==> src/rtl/sps_pkg.sv <==
package sps_pkg;
  localparam int ADDR_W   = 12;
  localparam int DATA_W   = 4;
  localparam int WALK_LEN = ADDR_W + 1;
  localparam int PIN_ACC  = DATA_W * 4;
  localparam int PASS_ACC = 2 * WALK_LEN;
  localparam int NUM_ACC  = PIN_ACC + 2 * PASS_ACC + 2;
  localparam int IDX_W    = $clog2(NUM_ACC);

  typedef enum logic [2:0] {ST_IDLE, ST_ADDR, ST_DATA, ST_DIS, ST_DONE} step_e;
  typedef enum logic [1:0] {PH_PIN, PH_PASS1, PH_PASS2, PH_DESEL} phase_e;

  typedef struct packed {
    logic [ADDR_W-1:0] addr;
    logic [DATA_W-1:0] data;
    logic [DATA_W-1:0] mask;
    logic              is_write;
    logic              desel;
  } access_t;

  // k low bits set
  function automatic logic [ADDR_W-1:0] therm_addr(input int k);
    logic [ADDR_W-1:0] a;
    a = '0;
    for (int i = 0; i < ADDR_W; i++) if (i < k) a[i] = 1'b1;
    return a;
  endfunction

  function automatic logic [DATA_W-1:0] pass1_val(input int k);
    case (k)
      0: return 4'h0;  1: return 4'h1;  2: return 4'h3;  3: return 4'h7;
      4: return 4'hF;  5: return 4'hE;  6: return 4'hC;  7: return 4'h8;
      8: return 4'hA;  9: return 4'h2; 10: return 4'h6; 11: return 4'h2;
      default: return 4'h6;
    endcase
  endfunction

  function automatic logic [DATA_W-1:0] pass2_val(input int k);
    case (k)
      0: return 4'hF;  1: return 4'hE;  2: return 4'hC;  3: return 4'h8;
      4: return 4'h0;  5: return 4'h1;  6: return 4'h3;  7: return 4'h7;
      8: return 4'h5;  9: return 4'hD; 10: return 4'h9; 11: return 4'hD;
      default: return 4'h9;
    endcase
  endfunction
endpackage

==> src/rtl/sps_step_timer.sv <==
module sps_step_timer #(
  parameter int CYCLE_TICKS = 200,
  parameter int SAMPLE_TICK = 180
) (
  input  logic clk,
  input  logic rst_n,
  input  logic run,
  output logic step_end,
  output logic sample_hit
);
  localparam int TICK_W = (CYCLE_TICKS > 1) ? $clog2(CYCLE_TICKS) : 1;

  logic [TICK_W-1:0] tick;

  assign step_end   = (tick == TICK_W'(CYCLE_TICKS - 1));
  assign sample_hit = (tick == TICK_W'(SAMPLE_TICK));

  always_ff @(posedge clk or negedge rst_n) begin
    if (!rst_n)                tick <= '0;
    else if (!run || step_end) tick <= '0;
    else                       tick <= tick + 1'b1;
  end

  AST_TICK_BOUND: assert property (@(posedge clk) disable iff (!rst_n)
    32'(tick) < CYCLE_TICKS);
endmodule

==> src/rtl/sps_access_rom.sv <==
module sps_access_rom
  import sps_pkg::*;
(
  input  logic [IDX_W-1:0] idx,
  output access_t          acc,
  output phase_e           phase
);
  always_comb begin
    int ii;
    int k;
    int bit_i;
    int sub;
    ii    = int'(idx);
    acc   = '0;
    phase = PH_PIN;
    k     = 0;
    bit_i = 0;
    sub   = 0;
    if (ii < PIN_ACC) begin
      phase        = PH_PIN;
      bit_i        = ii / 4;
      sub          = ii % 4;
      acc.mask     = DATA_W'(1) << bit_i;
      acc.is_write = ((sub % 2) == 0);
      acc.data     = (sub >= 2) ? acc.mask : '0;
    end else if (ii < PIN_ACC + PASS_ACC) begin
      phase    = PH_PASS1;
      k        = ii - PIN_ACC;
      acc.mask = '1;
      if (k < WALK_LEN) begin
        acc.is_write = 1'b1;
      end else begin
        k = k - WALK_LEN;
      end
      acc.addr = therm_addr(k);
      acc.data = pass1_val(k);
    end else if (ii < PIN_ACC + 2 * PASS_ACC) begin
      phase    = PH_PASS2;
      k        = ii - PIN_ACC - PASS_ACC;
      acc.mask = '1;
      if (k < WALK_LEN) begin
        acc.is_write = 1'b1;
      end else begin
        k = k - WALK_LEN;
      end
      acc.addr = therm_addr(k);
      acc.data = pass2_val(k);
    end else if (ii == NUM_ACC - 2) begin
      phase        = PH_DESEL;
      acc.mask     = '1;
      acc.is_write = 1'b1;
    end else begin
      phase     = PH_DESEL;
      acc.mask  = '1;
      acc.data  = '1;
      acc.desel = 1'b1;
    end
  end
endmodule

==> src/rtl/sps_fail_capture.sv <==
module sps_fail_capture
  import sps_pkg::*;
(
  input  logic              clk,
  input  logic              rst_n,
  input  logic              clear,
  input  logic              sample_en,
  input  logic [ADDR_W-1:0] addr,
  input  logic [DATA_W-1:0] exp_val,
  input  logic [DATA_W-1:0] mask,
  input  logic [DATA_W-1:0] bus,
  output logic              fail,
  output logic [ADDR_W-1:0] fail_addr,
  output logic [DATA_W-1:0] fail_exp,
  output logic [DATA_W-1:0] fail_obs
);
  logic mismatch;
  assign mismatch = sample_en && (((bus ^ exp_val) & mask) != '0);

  always_ff @(posedge clk or negedge rst_n) begin
    if (!rst_n) begin
      fail      <= 1'b0;
      fail_addr <= '0;
      fail_exp  <= '0;
      fail_obs  <= '0;
    end else if (clear) begin
      fail      <= 1'b0;
      fail_addr <= '0;
      fail_exp  <= '0;
      fail_obs  <= '0;
    end else if (mismatch && !fail) begin
      fail      <= 1'b1;
      fail_addr <= addr;
      fail_exp  <= exp_val;
      fail_obs  <= bus;
    end
  end

  AST_FAIL_HOLD: assert property (@(posedge clk) disable iff (!rst_n)
    (fail && !clear) |=> (fail && $stable(fail_addr) && $stable(fail_obs)));
  AST_FAIL_FROM_SAMPLE: assert property (@(posedge clk) disable iff (!rst_n)
    $rose(fail) |-> $past(sample_en));
endmodule

==> src/rtl/sram_pattern_seq.sv <==
module sram_pattern_seq
  import sps_pkg::*;
#(
  parameter int CYCLE_TICKS = 200,
  parameter int SAMPLE_TICK = 180
) (
  input  logic              clk,
  input  logic              rst_n,
  input  logic              start,
  output logic              busy,
  output logic              done,
  output logic [ADDR_W-1:0] mem_addr,
  output logic              mem_cs_n,
  output logic              mem_we_n,
  output logic [DATA_W-1:0] mem_dq_out,
  output logic [DATA_W-1:0] mem_dq_oe,
  input  logic [DATA_W-1:0] mem_dq_in,
  output logic              fail,
  output logic [ADDR_W-1:0] fail_addr,
  output logic [DATA_W-1:0] fail_exp,
  output logic [DATA_W-1:0] fail_obs
);
  step_e            state;
  logic [IDX_W-1:0] idx;
  access_t          acc;
  phase_e           phase;
  logic             step_end;
  logic             sample_hit;
  logic             launch;
  logic             sample_en;

  assign busy      = (state == ST_ADDR) || (state == ST_DATA) || (state == ST_DIS);
  assign done      = (state == ST_DONE);
  assign launch    = start && !busy;
  assign sample_en = (state == ST_DATA) && !acc.is_write && sample_hit;

  sps_step_timer #(.CYCLE_TICKS(CYCLE_TICKS), .SAMPLE_TICK(SAMPLE_TICK)) u_timer (
    .clk(clk), .rst_n(rst_n), .run(busy), .step_end(step_end), .sample_hit(sample_hit));

  sps_access_rom u_rom (.idx(idx), .acc(acc), .phase(phase));

  sps_fail_capture u_cap (
    .clk(clk), .rst_n(rst_n), .clear(launch), .sample_en(sample_en),
    .addr(acc.addr), .exp_val(acc.data), .mask(acc.mask), .bus(mem_dq_in),
    .fail(fail), .fail_addr(fail_addr), .fail_exp(fail_exp), .fail_obs(fail_obs));

  always_ff @(posedge clk or negedge rst_n) begin
    if (!rst_n) begin
      state <= ST_IDLE;
      idx   <= '0;
    end else begin
      case (state)
        ST_IDLE, ST_DONE: if (start) begin
          state <= ST_ADDR;
          idx   <= '0;
        end
        ST_ADDR: if (step_end) state <= ST_DATA;
        ST_DATA: if (step_end) state <= ST_DIS;
        ST_DIS: if (step_end) begin
          if (idx == IDX_W'(NUM_ACC - 1)) state <= ST_DONE;
          else begin
            idx   <= idx + 1'b1;
            state <= ST_ADDR;
          end
        end
        default: state <= ST_IDLE;
      endcase
    end
  end

  always_comb begin
    mem_addr   = acc.addr;
    mem_cs_n   = 1'b1;
    mem_we_n   = 1'b1;
    mem_dq_oe  = '0;
    mem_dq_out = '0;
    if (state == ST_DATA) begin
      if (acc.is_write) begin
        mem_cs_n   = 1'b0;
        mem_we_n   = 1'b0;
        mem_dq_oe  = acc.mask;
        mem_dq_out = acc.data & acc.mask;
      end else begin
        mem_cs_n = acc.desel;
      end
    end
  end

  AST_ADDR_HELD: assert property (@(posedge clk) disable iff (!rst_n)
    (state == ST_DATA || state == ST_DIS) |-> $stable(mem_addr));
  AST_DRIVE_ONLY_WRITE: assert property (@(posedge clk) disable iff (!rst_n)
    (mem_dq_oe != '0) |-> (!mem_cs_n && !mem_we_n));
  AST_PIN_ONE_BIT: assert property (@(posedge clk) disable iff (!rst_n)
    (phase == PH_PIN) |-> ($countones(mem_dq_oe) <= 1));
  AST_DONE_QUIET: assert property (@(posedge clk) disable iff (!rst_n)
    done |-> (mem_cs_n && mem_we_n && mem_dq_oe == '0));
  AST_DONE_STAYS: assert property (@(posedge clk) disable iff (!rst_n)
    (done && !start) |=> done);
endmodule

==> config.mk <==
export PLATFORM = sky130hd
export DESIGN_NAME = sram_pattern_seq
export DESIGN_NICKNAME = d
export VERILOG_FILES = /design/src/rtl/sps_pkg.sv /design/src/rtl/sps_step_timer.sv /design/src/rtl/sps_access_rom.sv /design/src/rtl/sps_fail_capture.sv /design/src/rtl/sram_pattern_seq.sv
export SDC_FILE = /design/constraint.sdc
export NUM_CORES = 1
export LEC_CHECK = 0
export ABC_AREA = 1
export ABC_CLOCK_PERIOD_IN_PS = 13100
export BUFFER_PORTS_ARGS = -buffer_cell sky130_fd_sc_hd__buf_4
export CAP_MARGIN = 20
export CORE_UTILIZATION = 55
export DETAILED_ROUTE_END_ITERATION = 12
export MAX_ROUTING_LAYER = met4
export PLACE_DENSITY = 0.72
export RECOVER_POWER = 50
export SETUP_SLACK_MARGIN = 0.15
export SLEW_MARGIN = 20
export SYNTH_ARGS = -nofsm -noshare
export SYNTH_HDL_FRONTEND = slang
export SYNTH_SLANG_ARGS = --single-unit
==> constraint.sdc <==
create_clock -name clk -period 13.1 [get_ports clk]
set_clock_uncertainty 0.1 [all_clocks]
set_input_delay 2.62 -clock clk [delete_from_list [all_inputs] [get_ports clk]]
set_output_delay 2.62 -clock clk [all_outputs]
set_load 0.1 [all_outputs]
[Yosys cells after proc, flatten, opt, wreduce, memory -nomap -nowiden]
Memories as Yosys holds them, arrays and structs flattened.
Cells that the tools add are included.
Widths: inputs -> output; s select.
Operators by class
  magnitude comparators: 30
  equality and inequality tests: 13
  reductions and logical operators: 21
  muxes and demuxes: 74
  add/sub/neg operators: 6
  shifts and indexed selects: 1
  bitwise gates (word level): 3
Operators by type and width (number)
  $lt 4x32->1 const A: 8
  $lt 5x32->1 const A: 8
  $mux 32: 7
  $lt 3x32->1 const A: 4
  $lt 1x32->1 const A: 2
  $lt 2x32->1 const A: 2
  $lt 32x5->1 const B: 2
  $sub 32x5->32 const B: 2
  $logic_not 28->1: 2
  $mux 12: 4
  $mux 4: 12
  $mux 1: 37
  $logic_not 32->1: 1
  $sub 32x6->32 const B: 1
  $mux 21: 1
  $mux 7: 3
  $mux 9: 2
  $eq 8x8->1 const B: 2
  $mux 3: 5
  $eq 7x7->1 const B: 2
  $pmux 7 s2: 1
  $pmux 3 s4: 1
  $add 8x1->8 const B: 1
  $and 4x4->4: 2
  22 further kinds: 36
Storage, ports and cells
  bits in registers: 39
  input bits: 7
  bits in read-only memories: 128
  memories: 2
  output and inout port bits: 45
  word-level logic and storage cells: 157
Memory list
  (no name shown): words 16, bits a word 4, rd ports 1, clocked after memory_dff 0, wr ports 0, RTL line sps_pkg.sv:30  | case (k)
  (no name shown): words 16, bits a word 4, rd ports 1, clocked after memory_dff 0, wr ports 0, RTL line sps_pkg.sv:39  | case (k)

[Longest topological paths before layout]
Gate-level depths: netlist (run 1).
  word-level depth: 19
  mapped depth: 37

[Hierarchy]
From an unflattened synthesis (run 1), not the netlist that was laid out.
Second synthesis, totals
  cells, all modules: 601
  area total of the unflattened synthesis: 3951.3 um^2
By module, submodules not included
  sps_access_rom: area each 1527.7 um^2, cells an instance 303, times used 1, seq. area each 0.0 um^2
  sps_fail_capture: area each 1176.1 um^2, cells an instance 123, times used 1, seq. area each 525.5 um^2
  sram_pattern_seq: area each 809.5 um^2, cells an instance 121, times used 1, seq. area each 250.2 um^2
  sps_step_timer: area each 437.9 um^2, cells an instance 54, times used 1, seq. area each 200.2 um^2

[Worst setup path after synthesis (run 1)]
No wires, ideal clock.
  path kind: flip-flop to output port
  from: register idx[4]
  to: output port mem_dq_out[0]
  buffers on the path: 3
  arrival: 6.471 ns
  setup slack: 3.909 ns
  cell stages (with the launch flop): 24
  cell sequence: dfrtp_1 -> buf_4 -> inv_2 -> ha_1 -> ha_1 -> nand2_1 -> nor2_1 -> nand2_1 -> ha_1 -> clkbuf_1 -> nor2_2 -> nand2_2 -> nor2_4 -> nand2_1 -> nor2_4 -> nand4_4 -> nand2_4 -> buf_6 -> o21ai_0 -> o211ai_1 -> o21ai_0 -> nor2_1 -> clkinv_1 -> nor3_1
On the way
  word-level cells in the longest chain between the ends: 15
Ends and longest elaborated chain
  from (decl): RTL line sram_pattern_seq.sv:24  | logic [IDX_W-1:0] idx;
  from (signal assigned): RTL line sram_pattern_seq.sv:62  | idx <= idx + 1'b1;
  $sub 7x5->8: RTL line sps_access_rom.sv:28, sps_access_rom.sv:39
  $sub 32x6->32: RTL line sps_access_rom.sv:39  | k = ii - PIN_ACC - PASS_ACC;
  $lt 32x5->1 / $sub 32x5->32 (equally long branches): RTL line sps_access_rom.sv:41, sps_access_rom.sv:44
  $mux 32: RTL line sps_access_rom.sv:41  | if (k < WALK_LEN) begin
  $mux 32: RTL line sps_access_rom.sv:37  | end else if (ii < PIN_ACC + 2 * PASS_ACC) begin
  $mux 32: RTL line sps_access_rom.sv:26  | end else if (ii < PIN_ACC + PASS_ACC) begin
  $mux 32: RTL line sps_access_rom.sv:19  | if (ii < PIN_ACC) begin
  $mem_v2 16x4 / $logic_not 28->1 (equally long branches)
  $mux 4: RTL line sps_pkg.sv:39
  $mux 9: RTL line sps_access_rom.sv:37
  $mux 21: RTL line sps_access_rom.sv:26
  $mux 9 *: RTL line sps_access_rom.sv:19
  $and 4x4->4: RTL line sram_pattern_seq.sv:82  | mem_dq_out = acc.data & acc.mask;
  $mux 4 *: RTL line sram_pattern_seq.sv:78  | if (acc.is_write) begin
  $mux 4 *: RTL line sram_pattern_seq.sv:77  | if (state == ST_DATA) begin
  to (decl): RTL line sram_pattern_seq.sv:15  | output logic [DATA_W-1:0] mem_dq_out,
Every way passes the cells marked *; elsewhere a longest branch is shown, timed or not. The select of a mux whose other input is x is not followed.

[Final worst setup path (run 1)]
  from: register idx[4]
  to: output port mem_addr[0]
On the way
  word-level cells in the longest chain between the ends: 12
Ends and longest elaborated chain
  $sub 7x5->8: RTL line sps_access_rom.sv:28, sps_access_rom.sv:39
  $sub 32x6->32: RTL line sps_access_rom.sv:39
  $sub 32x5->32 / $lt 32x5->1 (equally long branches): RTL line sps_access_rom.sv:44, sps_access_rom.sv:41
  $mux 32: RTL line sps_access_rom.sv:41
  $mux 32: RTL line sps_access_rom.sv:37
  $mux 32: RTL line sps_access_rom.sv:26
  $mux 32: RTL line sps_access_rom.sv:19
  $lt 1x32->1: RTL line sps_pkg.sv:25  | for (int i = 0; i < ADDR_W; i++) if (i < k) a[i] = 1'b1;
  $mux 1: RTL line sps_pkg.sv:25
  $mux 12: RTL line sps_access_rom.sv:37
  $mux 21: RTL line sps_access_rom.sv:26
  $mux 12 *: RTL line sps_access_rom.sv:19
  to (decl): RTL line sram_pattern_seq.sv:12  | output logic [ADDR_W-1:0] mem_addr,
Marked as above.

==> out/qor.csv, run 1 <==
metric;value;unit
Mean Syn Cell Area;6.02;um2
worst hold path startpoint;u_timer.tick[0];
reg2reg setup slack;6.63;ns
Cell Pwr Density;107;mW/mm2
Finished Cell Area;0.00567;mm2
1st-iter DRT viols;356;
period utilization;0.661;
Crit path buffers/inverters;5;
Post-synth EDFFs;0;
total length of routed wires;16200;um
max-slew violations;40;
Worst R2R Start;idx[4];
final setup fails;0;
Num CTS Buffers;5;
CP max stage delay;0.60;ns
Setup TNS;0;ns
gpl congestion;1.07;
post-CTS sizing;0;
WS Path Type;flop to primary output;
H-tree levels;2;
crit path DAT;5.94;ns
Hold Crit Endpoint;u_timer.tick[0];
placed wire-length estimate;12800;um
DR WL/cell;16.0;um
Fin Hold WS;0.383;ns
crit end category;primary output;
sequential area share after synthesis;0.188;
hold path depth;1;
vias per inst;5.78;
Max Cap Viol;1;
site row count;35;
Skew-Pair Late Insertion Delay;0.30;ns
failing checks;max-capacitance violations, max-slew violations;
CTS Hold Bufs;0;
count of final hold-check violations;0;
unrepaired setup endpoints after global routing;no;
Synth Warn #;0;
CTS clk-pin slew, worst paths;0.09;ns
Final Critical Period;8.66;ns
most frequent CP cell;nand2_1;
Port-buffer cells;51;
# diodes;0;
Hold Crit Class;flop to flop;
clk buf depth;2;
CTS tree;done;
worst slew pin tran;2.07;ns
DRT Pass-1 Iters;8;
initial antenna violation count;0;
first-pass GRT wire length;25900;um
Tot Pwr;609;uW
Cells after Synth;862;
largest net degree at the start of global routing;40;
DRC;0;
# Post-CTS Setup Buffers;0;
Max Fclk;115;MHz
Req. time, crit path;10.38;ns
clock sink total;39;
delay-heaviest family, CP;simple AND/OR/NAND/NOR gates;
Slew HR;-0.379;
R2R cell count;30;
layout cell share with drive strength beyond 1;0.136;
total gr overflow;0;
Max rail drop VDD;84.7;uV
Root Buffer;clkbuf_8;
Total Routing Usage GR;0.339;
CP startpoint;idx[4];
Leakage;0.00289;uW
CP Cell Sequence;inv_2 -> nand2_1 -> inv_1 -> nor2_1 -> nand2_1 -> ha_1 -> nor2_2 -> nand2_2 -> nor2_4 -> nand2_1 -> nor2_4 -> nand4_4 -> nand2_4 -> inv_2 -> or2_2 -> nand2_1 -> nor2_1 -> nand2_1 -> nor2_1 -> inv_1 -> o21ai_0 -> a221oi_1 -> buf_4;
Core Region;0.00920;mm2
Die X;99.2;um
FF+latch count, synth;39;
die height;99.2;um
syn nets;902;
die area;0.00983;mm2
# IOs;52;
area delta synth->final;9.23;%
Slowest cell on crit path;dfrtp_1;
Post-Syn Area;0.00519;mm2
Post-DP Area;0.00559;mm2
Reg2Reg Capture Point;u_cap.fail_exp[0];
synth unique cells;47;
run status;finished, violations left;
vias in the first global route;5347;
initial core utilization;0.564;
Routed Antenna Nets;0;
startpoint types;flop;
Synth Flop Type;dfrtp_1;
Critical Path Fanout Max;28;
most common cell after layout, fill and taps aside;nand2_1;
total number of vias;5858;
share of flip-flops with an asynchronous set or reset;1.00;
final net count;941;
most frequent cells in the layout;218 x nand2_1, 123 x inv_1, 119 x nor2_1;
stage by stage:
step                instances  utilization  setup WS (ns)
floorplan                 862            -           3.91
global placement         1005        0.608           5.24
detailed placement       1005        0.608           4.92
CTS                      1013        0.620           4.55
global route             1013        0.617           3.91
finish                   1013        0.617           4.44
layer usage:
layer	routed length (um)	track usage
met4	613	0.137
met3	1010	0.0394
met5	0	-
met2	7690	0.560
met1	6860	0.425
where the power goes:
group	internal [uW]	total, uW	switching, uW	leakage (uW)
clock network	56.8	105	48.4	0.0000581
registers	133	152	18.8	0.000534
logic	83.9	352	268	0.00230
total	274	609	335	0.00289
logic make-up after synthesis:
| family | Yosys count | share of synthesized area |
|---|---|---|
| xor+xnor | 10 | 0.0169 |
| simple gates | 529 | 0.487 |
| fa+ha+maj | 33 | 0.0795 |
| buf+inv | 161 | 0.129 |
| compound gates | 90 | 0.0988 |
| flops | 39 | 0.188 |
cells in the mapped netlist (3+ instances only):
master | n | area, um2
nand2_1 | 218 | 818
o21ai_1 | 3 | 15.0
nor2_1 | 119 | 447
ha_1 | 33 | 413
buf_4 | 3 | 22.5
nand3_1 | 84 | 420
a31oi_1 | 4 | 25.0
xor2_1 | 9 | 78.8
nor3_1 | 14 | 70.1
nand2_4 | 5 | 56.3
a211oi_1 | 6 | 45.0
inv_1 | 123 | 462
inv_2 | 14 | 52.6
nand4_1 | 30 | 188
clkbuf_1 | 9 | 33.8
o2111ai_1 | 3 | 26.3
o21ai_0 | 34 | 170
nor2_4 | 3 | 33.8
dfrtp_1 | 39 | 976
nand3_2 | 28 | 280
buf_6 | 3 | 33.8
buf_2 | 5 | 25.0
nand2_2 | 8 | 50.1
nor2_2 | 5 | 31.3
a21oi_1 | 30 | 150
layout make-up:
type / instances / area (um2)
Clock buffer: 5 / 68.8
Clock inverter: 3 / 43.8
Fill cell: 917 / 3530
Inverter: 139 / 522
Multi-Input combinational cell: 662 / 3550
Sequential cell: 39 / 976
Tap cell: 111 / 139
Timing Repair Buffer: 54 / 372
state kept, by name (all words and copies together) (netlist names):
register	cells
u_timer.tick	8
u_cap.fail_exp	4
state	3
u_cap.fail_addr	12
idx	7
u_cap.fail	1
u_cap.fail_obs	4
worst max path at each step:
stage / slack [ns] / to / cells past startpoint
5_1_grt: 3.91 / mem_addr[2] / 25
3_5_place_dp: 4.92 / mem_addr[0] / 23
3_3_place_gp: 5.24 / mem_addr[1] / 25
6_report: 4.44 / mem_addr[0] / 23
4_1_cts: 4.55 / mem_addr[0] / 23
2_1_floorplan: 3.91 / mem_dq_out[0] / 23
No activity file was read; power rests on OpenSTA's default activity.
==> run 2: changes to the inputs <==
ABC_CLOCK_PERIOD_IN_PS = 7900   (was 13100)
PLACE_DENSITY = 0.75   (was 0.72)
clock period = 7.9 ns   (was 13.1 ns; I/O delays follow)
==> out/qor.csv, run 2 (same netlist as run 1, synthesis figures left out) <==
metric;value;unit
run status;finished, violations left;
failing checks;max-capacitance violations, max-slew violations;
H-tree levels;2;
layout cell share with drive strength beyond 1;0.142;
clk buf depth;2;
clock sink total;39;
Largest register FFs;12;
final setup fails;0;
Total Routing Usage GR;0.333;
P_sw;531;uW
Worst R2R Start;idx[4];
Req. time, crit path;6.22;ns
Setup TNS;0;ns
most frequent CP cell;nand2_1;
Max Fclk;138;MHz
total length of routed wires;15900;um
Slowest cell on crit path;dfrtp_1;
Post-DP Area;0.00562;mm2
Cells after DPL;1007;
gpl congestion;1.06;
crit path DAT;5.57;ns
Cell Pwr Density;169;mW/mm2
# diodes;0;
Critical Path Fanout Max;16;
site row count;35;
post-CTS sizing;0;
Crit path buffers/inverters;4;
vias per inst;5.76;
Routed Antenna Nets;0;
# IOs;52;
final net count;944;
worst slew pin tran;2.18;ns
Max Cap Viol;1;
Hold Crit Class;flop to flop;
max-slew violations;40;
Core Region;0.00920;mm2
biggest regs;u_cap.fail_addr: 12 flops, u_timer.tick: 8 flops, idx: 7 flops;
DRC;0;
Logic pwr share;0.589;
DRT Pass-1 Iters;6;
Fillers;859;
Final Util;0.618;
Final Critical Period;7.25;ns
initial antenna violation count;0;
final non-filler cell total;1015;
Slew HR;-0.455;
startpoint types;flop;
CP startpoint;idx[4];
most common cell after layout, fill and taps aside;nand2_1;
count of final hold-check violations;0;
# Post-CTS Setup Buffers;0;
first-pass GRT wire length;25400;um
period utilization;0.918;
Sw Ratio;0.554;
largest register by flop count;u_cap.fail_addr;
initial core utilization;0.564;
Finished Cell Area;0.00569;mm2
CTS clk-pin slew, worst paths;0.08;ns
1st-iter DRT viols;517;
WS Path Type;flop to primary output;
placed wire-length estimate;12500;um
Port-buffer cells;51;
worst hold path startpoint;u_timer.tick[0];
Max rail drop VDD;148;uV
Reg power frac;0.262;
CTS Hold Bufs;0;
Die X;99.2;um
most frequent cells in the layout;218 x nand2_1, 123 x inv_1, 119 x nor2_1;
vias in the first global route;5157;
area delta synth->final;9.54;%
crit end category;primary output;
CTS tree;done;
internal power;428;uW
die area;0.00983;mm2
total number of vias;5843;
die height;99.2;um
Root Buffer;clkbuf_8;
clock network fraction of total power;0.150;
CP max stage delay;0.60;ns
Leakage;0.00290;uW
total gr overflow;0;
unrepaired setup endpoints after global routing;no;
delay-heaviest family, CP;simple AND/OR/NAND/NOR gates;
Skew-Pair Late Insertion Delay;0.30;ns
largest net degree at the start of global routing;40;
Num CTS Buffers;5;
DR WL/cell;15.6;um
==> run 2: cell count changes in the layout (fill, tap and decap cells not counted), sizes merged <==
cell | previous run | this run
buf | 45 | 47
bufinv | 1 | 0
clkbuf | 14 | 15
clkinv | 4 | 3
nand4 | 31 | 32
==> run 2: worst paths after layout <==
kind | slack [ns] | cells past startpoint | to
min | 0.35 | 1 | u_timer.tick[0]
max | 0.65 | 26 | mem_addr[0]
min in group asynchronous | 1.81 | 1 | u_cap.fail_addr[0]
max reg2reg | 1.75 | 31 | u_cap.fail_exp[0]
min reg2reg | 0.35 | 1 | u_timer.tick[0]
max in group asynchronous | 4.63 | 1 | idx[0]
==> run 2: power groups by stage <==
stage	Combinational [uW]	Clock (uW)	Sequential (uW)
2_1_floorplan	442	0	245
3_3_place_gp	550	0	252
3_5_place_dp	557	0	254
4_1_cts	560	146	250
5_1_grt	624	152	254
6_report	565	143	251
==> run 2: layout make-up <==
| class | count | area, um2 | area share |
|---|---|---|---|
| tap | 111 | 139 | 0.0244 |
| timing repair buffer | 56 | 387 | 0.0680 |
| sequential | 39 | 976 | 0.172 |
| inverter | 139 | 522 | 0.0917 |
| clock inverter | 1 | 5.00 | 0.000880 |
| multi-input combinational | 663 | 3580 | 0.629 |
| clock buffer | 6 | 82.6 | 0.0145 |
==> run 2: metal layers <==
layer / vias to the layer above / wire [um] / GRT usage
li1: 2882 / - / -
met1: 2657 / 6890 / 0.441
met2: 272 / 7450 / 0.548
met3: 32 / 1240 / 0.0372
met4: 0 / 285 / 0.0814
met5: - / 0 / -
==> run 2: per-stage QoR <==
step | worst slack, ns | total power [uW] | hold WS, ns
6_report | 0.646 | 959 | 0.355
5_1_grt | 0.264 | 1030 | 0.392
4_1_cts | 0.600 | 956 | 0.360
3_5_place_dp | 0.933 | 811 | 0.349
3_3_place_gp | 1.13 | 802 | 0.345
2_1_floorplan | 0.275 | 687 | 0.332
==> run 3: changes to the inputs <==
CTS_CLUSTER_SIZE = 24   (was default)
PLACE_DENSITY = 0.78   (was 0.75)
==> out/qor.csv, run 3 (same netlist as run 1, synthesis figures left out) <==
metric;value;unit
run status;finished, violations left;
failing checks;max-capacitance violations, max-slew violations;
first-pass GRT wire length;26400;um
Max Fclk;141;MHz
site row count;35;
H-tree levels;2;
final setup fails;0;
Max Cap Viol;1;
vias per inst;5.80;
area delta synth->final;9.47;%
Core Region;0.00920;mm2
CTS clk-pin slew, worst paths;0.09;ns
Setup TNS;0;ns
# Post-CTS Setup Buffers;0;
CTS tree;done;
Reg2Reg Capture Point;u_cap.fail_addr[5];
Critical Path Fanout Max;16;
clock sink total;39;
DR WL/cell;16.1;um
Largest register FFs;12;
final net count;944;
CP startpoint;idx[5];
Routed Antenna Nets;0;
Cells after DPL;1007;
placed wire-length estimate;13000;um
hold path depth;1;
Final Critical Period;7.11;ns
most frequent cells in the layout;218 x nand2_1, 123 x inv_1, 119 x nor2_1;
initial antenna violation count;0;
Post-DP Area;0.00562;mm2
DRT Pass-1 Iters;6;
period utilization;0.900;
Die X;99.2;um
Finished Cell Area;0.00568;mm2
gpl congestion;1.00;
startpoint types;flop;
CTS Hold Bufs;0;
crit end category;primary output;
worst slew pin tran;2.11;ns
CP Depth;26;
most frequent CP cell;nand2_1;
vias in the first global route;5417;
delay-heaviest family, CP;simple AND/OR/NAND/NOR gates;
Num CTS Buffers;5;
WS Path Type;flop to primary output;
Final Util;0.618;
Cell Pwr Density;170;mW/mm2
die height;99.2;um
Crit path buffers/inverters;4;
Skew-Pair Late Insertion Delay;0.30;ns
largest net degree at the start of global routing;40;
unrepaired setup endpoints after global routing;no;
crit path DAT;5.43;ns
post-CTS sizing;0;
most common cell after layout, fill and taps aside;nand2_1;
Req. time, crit path;6.22;ns
total gr overflow;0;
Slowest cell on crit path;dfrtp_1;
Max rail drop VDD;168;uV
R2R cell count;31;
DRC;0;
reg2reg setup slack;1.89;ns
Fillers;913;
max-slew violations;40;
Port-buffer cells;51;
total number of vias;5890;
layout cell share with drive strength beyond 1;0.141;
crit path to;mem_addr[0];
Hold Crit Class;flop to flop;
Worst R2R Start;idx[5];
biggest regs;u_cap.fail_addr: 12 flops, u_timer.tick: 8 flops, idx: 7 flops;
count of final hold-check violations;0;
# diodes;0;
Slew HR;-0.410;
die area;0.00983;mm2
total length of routed wires;16400;um
initial core utilization;0.564;
largest register by flop count;u_cap.fail_addr;
Root Buffer;clkbuf_8;
1st-iter DRT viols;599;
Leakage;0.00289;uW
clk buf depth;2;
Total Routing Usage GR;0.345;
final non-filler cell total;1016;
# IOs;52;
CP max stage delay;0.47;ns
run 3: cell count changes in the layout (fill, tap and decap cells not counted), sizes merged:
cell	before	now
clkinvlp	0	1
run 3: how the worst min path moves through the flow:
stage | from | to | slack (ns)
5_1_grt | u_timer.tick[0] | u_timer.tick[0] | 0.40
3_5_place_dp | u_timer.tick[0] | u_timer.tick[0] | 0.37
4_1_cts | u_timer.tick[0] | u_timer.tick[0] | 0.38
6_report | u_timer.tick[0] | u_timer.tick[0] | 0.39
2_1_floorplan | u_timer.tick[0] | u_timer.tick[0] | 0.33
3_3_place_gp | u_timer.tick[0] | u_timer.tick[0] | 0.35
run 3: final cells by class:
class | count | area [um2] | share of cell area
Clock buffer | 6 | 72.6 | 0.0128
Clock inverter | 2 | 12.5 | 0.00220
Inverter | 139 | 522 | 0.0918
Multi-Input combinational cell | 663 | 3570 | 0.629
Sequential cell | 39 | 977 | 0.172
Tap cell | 111 | 139 | 0.0244
Timing Repair Buffer | 56 | 387 | 0.0680
run 3: metrics by stage:
step                      setup WS (ns)  hold slack, ns  total power, uW
final                             0.791           0.393              965
after global routing              0.295           0.401             1040
after CTS                         0.606           0.382              957
after detailed placement          0.942           0.370              814
after global placement             1.13           0.346              802
after floorplan                   0.275           0.332              687
run 3: per-layer routing:
metal,track usage,part of all wire,vias to the layer above
met5,-,0,-
met4,0.0928,0.023,0
met3,0.0478,0.089,39
met2,0.549,0.45,320
met1,0.462,0.44,2667
li1,-,-,2864
run 3: power breakdown:
| part | switching (uW) | internal (uW) | leakage [uW] |
|---|---|---|---|
| combinational | 432 | 138 | 0.00232 |
| sequential | 31.0 | 221 | 0.000532 |
| clock | 80.9 | 62.0 | 0.0000412 |
| total | 544 | 421 | 0.00289 |
